<file path="src/rtl/secreg_pkg.sv">
// Shared opcodes, sequence modes and geometry for the security register.
// Assumes a 24-bit command address and byte-wide data.
package secreg_pkg;
    localparam logic [7:0] OP_RD_CHK = 8'h83;
    localparam logic [7:0] OP_WR_LCK = 8'h82;

    typedef enum logic [2:0] {
        M_IDLE,
        M_READ,
        M_CHECK,
        M_WRITE,
        M_LOCK
    } secmode_e;
endpackage

</file>
<file path="src/rtl/secreg_decode.sv">
// Turns a command strobe into the sequence mode and start offset.
// Assumes permissions are sampled once, at the command strobe.
module secreg_decode
    import secreg_pkg::*;
#(
    parameter int ADDR_W  = 24,
    parameter int OFF_W   = 9,
    parameter int SEL_BIT = 10
) (
    input  logic [7:0]        op,
    input  logic [ADDR_W-1:0] addr,
    input  logic              wel,
    input  logic [1:0]        bp,
    input  logic              wpm,
    input  logic              locked,
    output secmode_e          mode_o,
    output logic [OFF_W-1:0]  off_o
);
    localparam int PG_BIT = OFF_W - 1;

    logic sel;
    logic legacy_full;
    logic unused_addr;

    assign sel         = addr[SEL_BIT];
    assign legacy_full = !wpm && (bp == 2'b11);
    assign off_o       = addr[OFF_W-1:0];
    assign unused_addr = ^addr;

    // Select the sequence mode from opcode, selector bit and permissions.
    always_comb begin
        mode_o = M_IDLE;
        if (op == OP_RD_CHK) begin
            mode_o = sel ? M_CHECK : M_READ;
        end else if (op == OP_WR_LCK) begin
            if (sel) begin
                if (wel && !locked) mode_o = M_LOCK;
            end else if (wel && !locked && !legacy_full && addr[PG_BIT]) begin
                mode_o = M_WRITE;
            end
        end
    end
endmodule

</file>
<file path="src/rtl/secreg_store.sv">
// Byte storage: a serial half loaded only from the factory port and a
// user half written by the command path. Reads are combinational.
// Assumes the user half reads 00h after power-on reset.
module secreg_store #(
    parameter int PAGE_BYTES = 256,
    parameter int PG_W       = $clog2(PAGE_BYTES),
    parameter int OFF_W      = PG_W + 1
) (
    input  logic             clk,
    input  logic             rst_n,
    input  logic             fac_we,
    input  logic [PG_W-1:0]  fac_addr,
    input  logic [7:0]       fac_data,
    input  logic             usr_we,
    input  logic [PG_W-1:0]  usr_addr,
    input  logic [7:0]       usr_data,
    input  logic [OFF_W-1:0] rd_off,
    output logic [7:0]       rd_data
);
    logic [7:0] ser_mem [PAGE_BYTES];
    logic [7:0] usr_mem [PAGE_BYTES];

    // Factory preload of the serial half.
    always_ff @(posedge clk) begin
        if (fac_we) ser_mem[fac_addr] <= fac_data;
    end

    // Reset and command writes of the user half.
    always_ff @(posedge clk) begin
        if (!rst_n) begin
            for (int i = 0; i < PAGE_BYTES; i++) usr_mem[i] <= 8'h00;
        end else if (usr_we) begin
            usr_mem[usr_addr] <= usr_data;
        end
    end

    // Select the half by the top offset bit.
    always_comb begin
        if (rd_off[OFF_W-1]) rd_data = usr_mem[rd_off[PG_W-1:0]];
        else                 rd_data = ser_mem[rd_off[PG_W-1:0]];
    end
endmodule

</file>
<file path="src/rtl/secreg_lock.sv">
// One-way lock flag armed by a confirmation byte; cleared only by rst_n.
// Assumes try_i is raised only while a lock sequence is open.
module secreg_lock #(
    parameter int CONFIRM_BIT = 1
) (
    input  logic       clk,
    input  logic       rst_n,
    input  logic       try_i,
    input  logic [7:0] confirm_i,
    output logic       locked_o
);
    // Arm the lock on a confirming byte; hold it until power-on reset.
    always_ff @(posedge clk) begin
        if (!rst_n)                             locked_o <= 1'b0;
        else if (try_i && confirm_i[CONFIRM_BIT]) locked_o <= 1'b1;
    end

    assert_lock_sticky_R10: assert property (@(posedge clk) disable iff (!rst_n)
        locked_o |=> locked_o);
endmodule

</file>
<file path="src/rtl/secreg_ctrl.sv">
// Security register controller: sequences reads, lock checks, user writes
// and lock commands over decoded strobes. Assumes framing happens upstream
// and that data strobes never coincide with a command strobe.
module secreg_ctrl
    import secreg_pkg::*;
#(
    parameter int ADDR_W      = 24,
    parameter int PAGE_BYTES  = 256,
    parameter int SEL_BIT     = 10,
    parameter int CONFIRM_BIT = 1
) (
    input  logic              clk,
    input  logic              rst_n,
    input  logic              soft_rst,
    input  logic              cmd_valid,
    input  logic [7:0]        cmd_op,
    input  logic [ADDR_W-1:0] cmd_addr,
    input  logic              dat_in_valid,
    input  logic [7:0]        dat_in,
    input  logic              rd_req,
    output logic [7:0]        dat_out,
    output logic              dat_out_valid,
    input  logic              wel,
    input  logic [1:0]        bp,
    input  logic              wpm,
    input  logic              fac_we,
    input  logic [7:0]        fac_addr,
    input  logic [7:0]        fac_data
);
    localparam int PG_W   = $clog2(PAGE_BYTES);
    localparam int OFF_W  = PG_W + 1;
    localparam logic [OFF_W-1:0] OFF_MAX = '1;

    secmode_e         mode_q, dec_mode;
    logic [OFF_W-1:0] off_q, dec_off;
    logic [7:0]       rd_data;
    logic             locked;
    logic             quiet, usr_we, lock_try;

    assign quiet    = !cmd_valid && !soft_rst;
    assign usr_we   = quiet && dat_in_valid && (mode_q == M_WRITE);
    assign lock_try = quiet && dat_in_valid && (mode_q == M_LOCK);

    secreg_decode #(.ADDR_W(ADDR_W), .OFF_W(OFF_W), .SEL_BIT(SEL_BIT)) u_dec (
        .op(cmd_op), .addr(cmd_addr), .wel(wel), .bp(bp), .wpm(wpm),
        .locked(locked), .mode_o(dec_mode), .off_o(dec_off)
    );

    secreg_store #(.PAGE_BYTES(PAGE_BYTES)) u_store (
        .clk(clk), .rst_n(rst_n),
        .fac_we(fac_we), .fac_addr(fac_addr[PG_W-1:0]), .fac_data(fac_data),
        .usr_we(usr_we), .usr_addr(off_q[PG_W-1:0]), .usr_data(dat_in),
        .rd_off(off_q), .rd_data(rd_data)
    );

    secreg_lock #(.CONFIRM_BIT(CONFIRM_BIT)) u_lock (
        .clk(clk), .rst_n(rst_n), .try_i(lock_try), .confirm_i(dat_in),
        .locked_o(locked)
    );

    // Sequence state, offset stepping and the registered output byte.
    always_ff @(posedge clk) begin
        if (!rst_n) begin
            mode_q        <= M_IDLE;
            off_q         <= '0;
            dat_out       <= 8'h00;
            dat_out_valid <= 1'b0;
        end else begin
            dat_out_valid <= 1'b0;
            if (soft_rst) begin
                mode_q <= M_IDLE;
                off_q  <= '0;
            end else if (cmd_valid) begin
                mode_q <= dec_mode;
                off_q  <= dec_off;
            end else begin
                if (rd_req && mode_q == M_READ) begin
                    dat_out       <= rd_data;
                    dat_out_valid <= 1'b1;
                    off_q         <= off_q + 1'b1;
                end
                if (rd_req && mode_q == M_CHECK) begin
                    dat_out       <= {7'b0, locked};
                    dat_out_valid <= 1'b1;
                end
                if (usr_we) off_q[PG_W-1:0] <= off_q[PG_W-1:0] + 1'b1;
                if (lock_try) mode_q <= M_IDLE;
            end
        end
    end

    assert_user_only_R5: assert property (@(posedge clk) disable iff (!rst_n)
        usr_we |-> off_q[OFF_W-1]);
    assert_no_write_locked_R9: assert property (@(posedge clk) disable iff (!rst_n)
        usr_we |-> !locked);
    assert_wel_gate_R6: assert property (@(posedge clk) disable iff (!rst_n)
        (cmd_valid && !soft_rst && cmd_op == OP_WR_LCK && !wel)
        |=> (mode_q != M_WRITE && mode_q != M_LOCK));
    assert_legacy_bp_R7: assert property (@(posedge clk) disable iff (!rst_n)
        (cmd_valid && !soft_rst && cmd_op == OP_WR_LCK && !wpm && bp == 2'b11)
        |=> mode_q != M_WRITE);
    assert_read_wrap_R2: assert property (@(posedge clk) disable iff (!rst_n)
        (quiet && rd_req && mode_q == M_READ && off_q == OFF_MAX) |=> off_q == '0);
    assert_check_value_R3: assert property (@(posedge clk) disable iff (!rst_n)
        (quiet && rd_req && mode_q == M_CHECK)
        |=> (dat_out_valid && dat_out == {7'b0, locked}));
endmodule

</file>
<file path="config.mk">
export PLATFORM = sky130hd
export DESIGN_NAME = secreg_ctrl
export DESIGN_NICKNAME = d
export VERILOG_FILES = /design/src/rtl/secreg_pkg.sv /design/src/rtl/secreg_decode.sv /design/src/rtl/secreg_store.sv /design/src/rtl/secreg_lock.sv /design/src/rtl/secreg_ctrl.sv
export SDC_FILE = /design/constraint.sdc
export NUM_CORES = 2
export LEC_CHECK = 0
export ABC_CLOCK_PERIOD_IN_PS = 7600
export BUFFER_PORTS_ARGS = -buffer_cell sky130_fd_sc_hd__buf_2
export CORE_MARGIN = 5
export CORE_UTILIZATION = 60
export CTS_BUF_LIST = sky130_fd_sc_hd__clkbuf_4 sky130_fd_sc_hd__clkbuf_8
export DETAILED_ROUTE_END_ITERATION = 12
export GPL_ROUTABILITY_DRIVEN = 0
export PLACE_DENSITY = 0.76
export RECOVER_POWER = 50
export SLEW_MARGIN = 10
export SYNTH_ARGS = -nofsm -noshare
export SYNTH_HDL_FRONTEND = slang
export SYNTH_HIERARCHICAL = 1
export SYNTH_SLANG_ARGS = --single-unit
export TNS_END_PERCENT = 1
</file>
<file path="constraint.sdc">
create_clock -name clk -period 7.6 [get_ports clk]
set_clock_uncertainty 0.05 [all_clocks]
set_input_delay 0.38 -clock clk [delete_from_list [all_inputs] [get_ports clk]]
set_output_delay 0.38 -clock clk [all_outputs]
set_load 0.01 [all_outputs]
</file>
# After elaboration in Yosys (flattened, before gate mapping)
# Memories as Yosys holds them, arrays and structs flattened. A register that Yosys moved wholly into a read port is not among the register bits.
# Index checks and enable logic that the tools add are counted.
[totals] regBits=22 ramBits=4096 in_bits=67 out_inout_bits=9 elab_cells=73 n_memories=2
[classes] addsub=2 n_eq_ne=7 muxes=29 bitwise=3 reduce_logical=24
[mem_list] memory="u_store.ser_mem" words=256 width=8 read_ports=1 rd_ports_with_merged_regs=1 wr=1 line="secreg_store.sv:20" source="logic [7:0] ser_mem [PAGE_BYTES];"
[mem_list] memory="u_store.usr_mem" words=256 width=8 read_ports=1 rd_ports_with_merged_regs=1 wr=256 line="secreg_store.sv:21" source="logic [7:0] usr_mem [PAGE_BYTES];"
[ops] operator="two-way mux 8 bit" n=10
[ops] operator="two-way mux 3 bit" n=6
[ops] operator="two-way mux 9 bit" n=2
[ops] operator="== test 8 bit (second input constant)" n=2
[ops] operator="logical AND 1 bit" n=11
[ops] operator="adder 9 x 1 -> 9 bit (second input constant)" n=1
[ops] operator="two-way mux 1 bit" n=9
[ops] operator="adder 8 x 1 -> 8 bit (second input constant)" n=1
[ops] operator="OR reduction 8 bit" n=1
[ops] operator="== test 3 x 2 -> 1 bit (second input constant)" n=2
[ops] operator="nonzero test 2 bit" n=3
[ops] operator="logical NOT 1 bit" n=5
[ops] operator="two-way mux 2 bit" n=2
[ops] operator="== test 3 x 1 -> 1 bit (second input constant)" n=1
[ops] operator="== test 3 bit (second input constant)" n=1
[ops] operator="inverter 1 bit" n=3
[ops] operator="AND reduction 3 bit" n=1
[ops] operator="nonzero test 3 bit" n=1
[ops] operator="OR reduction 3 bit" n=1
[ops] operator="== test 2 bit (second input constant)" n=1
[ops] operator="OR reduction 2 bit" n=1

# Logic depth before layout (Yosys ltp)
[depth] word_depth=10 mapped_depth=16

# Modules after synthesis
# The synthesis kept the hierarchy.
[by_module_without_submodules] module="secreg_store" n_inst=1 cells_per_inst=10730 area_each_um2=176212.8
[by_module_without_submodules] module="secreg_ctrl" n_inst=1 cells_per_inst=107 area_each_um2=987.2
[by_module_without_submodules] module="secreg_decode" n_inst=1 cells_per_inst=22 area_each_um2=166.4
[by_module_without_submodules] module="secreg_lock" n_inst=1 cells_per_inst=3 area_each_um2=31.3

# Least setup slack after synthesis
# Ideal clock, no wire load.
[synth_timing] kind="input port to flip-flop" from="in cmd_valid" to="mem u_store.usr_mem[192][0] (enable)" t_arrival_ns=2.907 setup_slack_ns=4.259 cell_stages=9 n_path_buf=4 cell_sequence="buf_6 -> or3b_4 -> nor3_1 -> and2_1 -> clkbuf_1 -> clkbuf_1 -> nand3_1 -> clkbuf_1 -> o21ai_0"
[synth_lines] item="start, declared" line="secreg_ctrl.sv:15" source="input logic cmd_valid,"
[synth_lines] item="end, declared" line="secreg_store.sv:21"

# Final worst setup path
[layout_timing] from="in fac_data[6]" to="mem u_store.ser_mem[221][6], data pin"
[layout_lines] item="start, declared" line="secreg_ctrl.sv:28" source="input logic [7:0] fac_data"
[layout_lines] item="end, declared" line="secreg_store.sv:20"
# Straight into the memory's write port.

==> flow_summary.toml <==
[detailed_routing]
vias = 101669
first_iter_violations = 13722
ant_nets = 0
postRouteWirelength_um = 458000
routedWlPerCell_um = 29.7
post-route-drc-count = 0
drt-pass1-iter-count = 7
via_per_inst = 6.59

[synth]
ys_seq_elements = 4118
synth_cells = 10862
synth_edf_count = 4096
syn-num-nets = 10930
async_flop_share_pct = 0
avgSynthCellArea_um2 = 16.3
netlist-cell-type-count = 81
syn_area_um2 = 177000
yosys_most_used_dff = "edfxtp_1"
ys_warn_count = 6
ys_seq_area_share_pct = 69.6

[clock_tree]
htree_levels = 6
ctsHoldBuffers = 50
cts_root_buffer = "clkbuf_8"
numCtsBuffers = 637
cts_buffer_depth = 4
cts_sinks = 4118
path_clk_slew_ns = 0.06
postCtsSetupBuffers = 0
tritoncts = "done"
cts_resized = 0
clkLatencyLatePin_ns = 1.07

[power]
swShare_pct = 22.3
p_int_w = 0.0357
ir_drop_v = 0.000137
power_density_nw_per_um2 = 238
pwr-share-seq_pct = 55.4
p_sw_w = 0.0103
clockPowerShare_pct = 39.7
power.leakage_nw = 62.7
power_frac_comb_pct = 4.9

[timing]
fin_crit_ns = 6.47
setup_tns_ns = 0
slew_headroom_pct = -319
worstMarginPinSlew_ns = 6.28
hold_viol = 0
rsz0062_at_grt = "no"
max_freq_mhz = 155
setup_viol_count_final = 0
drv_slew = 2216
min_period_over_period_pct = 85.2

[floorplanning]
core-area_um2 = 294000
die-width_um = 554
die_h_um = 554
num_io_pins = 76
start_util_pct = 60.3
fp-row-count = 199
dieArea_um2 = 307000

[worst_setup_path]
critPathCaptureType = "register"
crit_family = "buffers and inverters"
worstSetupPathType = "input pin to register"
critPathMaxStageDelay_ns = 4.05
required_ns = 7.97
r2r_slack_ns = 1.29
cpMaxStageDelayCell = "clkbuf_1"
r2r-start = "off_q[0]$_SDFFE_PP0P_"
path_cells = "clkbuf_1 > clkbuf_1"
cp.depth = 2
cpMostUsedCell = "clkbuf_1"
cp_max_fo = 121
startpoint_type = "input pin"
cp_num_buf_inv = 2
timing.rr.end = "dat_out[0]$_SDFFE_PN0P_"
crit_start = "fac_data[6]"
ff2ff_path_depth = 13
endpoint = "u_store/ser_mem[221][6]$_DFFE_PP_"
arrival_ns = 6.84

[placed_design]
dp.cells = 14238
portBuffers = 61
dp_hpwl_um = 282000

[global_route]
grt_max_degree = 195
antenna_found_initial = 25
grt_usage_pct = 29.4
grt_pass1_wl_um = 668000
gr-total-overflow = 0
grt_pass1_vias = 101123

[job]
drv_cap = 39

[final_layout]
drive_gt1_share_pct = 17.0
final_core_util_pct = 65.7
syn_to_final_growth_pct = 8.85
layout.cells.non_filler = 15418
fill_cells = 19205
final_nets = 11076

[hold_path]
whs_path_depth = 2
min-delay-start = "dat_in[4]"
hold_path_class = "input pin to register"

[status]
violations = "max-capacitance violations, max-slew violations"
status = "complete, but fails checks"
[cells by family (layout without fill, tap and decap cells)]
| logic type | after synthesis | count (layout) | share of synthesized area [%] |
|---|---|---|---|
| compound gates | 1152 | 1152 | 4.29 |
| xor+xnor | 3 | 3 | 0.0148 |
| fa+ha+maj | 1 | 1 | 0.00705 |
| buf+inv | 830 | 1453 | 2.56 |
| flops | 4118 | 4118 | 69.6 |
| mux | 1405 | 1405 | 13.0 |
| other cells | 0 | 14 | 0 |
| simple gates | 3353 | 3353 | 10.6 |
[synth_stat cells (96+ instances only)]
cell type  number  area share, %
o221ai_1      219            1.1
buf_2          96           0.27
nor2_1        642            1.4
a21oi_1       129           0.36
mux4_2        672            8.5
and2_1       2055            7.2
edfxtp_1     4096             69
nor3_1        173           0.49
nand2_1       167           0.35
mux2i_1       695            3.9
o22ai_1       198           0.70
o21ai_0       360            1.0
clkbuf_1      501            1.1
[layer usage]
metal  part of all wire (%)  track usage [%]  routed length, µm  vias to the layer above
met1                     36             39.4             165000                    51372
met2                     47             45.5             213000                     6667
met3                     13             8.49              57600                     1164
met5                  0.017                0                 80                        -
li1                       -                -                  -                    42452
met4                    4.8             12.7              22100                       14
[metrics by stage]
stage	setup slack [ns]	total power, W	hold WS (ns)	instance area, µm²
3_3_place_gp	2.07	0.0280	0.412	180000
6_report	1.13	0.0460	0.0449	193000
5_1_grt	0.734	0.0474	0.0489	193000
2_1_floorplan	4.26	0.0272	0.429	177000
4_1_cts	1.40	0.0461	0.00821	193000
3_5_place_dp	1.91	0.0281	0.445	180000
[registers in the layout, indices dropped and copies added, names as in the netlist]
register         flops
u_lock/locked_o      1
dat_out              8
off_q                9
dat_out_valid        1
u_store/usr_mem   2048
u_store/ser_mem   2048
mode_q               3
[cell usage in the layout (no fill, tap or decap), types with 13 or more instances in the layout]
cell	count
inv_6	13
nor2_1	640
clkinv_1	141
nor2b_1	19
a21oi_1	129
clkbuf_8	655
inv_8	14
o21ai_1	42
nand3_1	69
clkbuf_4	207
edfxtp_1	4096
a22o_1	19
mux2i_1	695
a31oi_1	18
o31ai_1	17
clkinv_2	50
o22ai_1	198
nand2b_1	13
nor3_1	172
bufinv_16	22
buf_4	169
buf_2	32
diode_2	14
buf_12	21
nand2_1	167
o221ai_1	219
dlygate4sd3_1	50
a211oi_1	58
nand4_1	49
nor4_1	79
a22oi_1	41
clkbuf_1	38
o2bb2ai_1	15
o21ai_0	318
and3_1	15
mux4_2	672
dfxtp_1	14
and2_1	2055
mux4_1	32
[layout make-up]
class / count / area (µm²) / share of cell area [%]
diodes: 14 / 35.0 / 0.0181
clock buffers: 853 / 10400 / 5.41
clock inverters: 263 / 1990 / 1.03
inverters: 9 / 46.3 / 0.0240
multi-input cells: 5914 / 49500 / 25.7
flip-flops and latches: 4118 / 123000 / 63.9
well taps: 3919 / 4900 / 2.54
repair buffers: 328 / 2660 / 1.38
[power groups by stage]
stage	Combinational, W	Sequential, W	Clock [W]
5_1_grt	0.00233	0.0255	0.0196
3_3_place_gp	0.00213	0.0259	0
6_report	0.00224	0.0255	0.0183
2_1_floorplan	0.00132	0.0259	0
4_1_cts	0.00221	0.0255	0.0185
3_5_place_dp	0.00219	0.0259	0
[how the worst min path moves through the flow]
stage / endpoint
floorplan: u_store/ser_mem[0][0]$_DFFE_PP_
global placement: dat_out[6]$_SDFFE_PN0P_
detailed placement: dat_out[0]$_SDFFE_PN0P_
CTS: u_store/usr_mem[246][4]$_SDFFCE_PN0P_
global route: u_store/usr_mem[246][4]$_SDFFCE_PN0P_
finish: u_store/usr_mem[246][4]$_SDFFCE_PN0P_
Power figures use the tool's default switching activity.
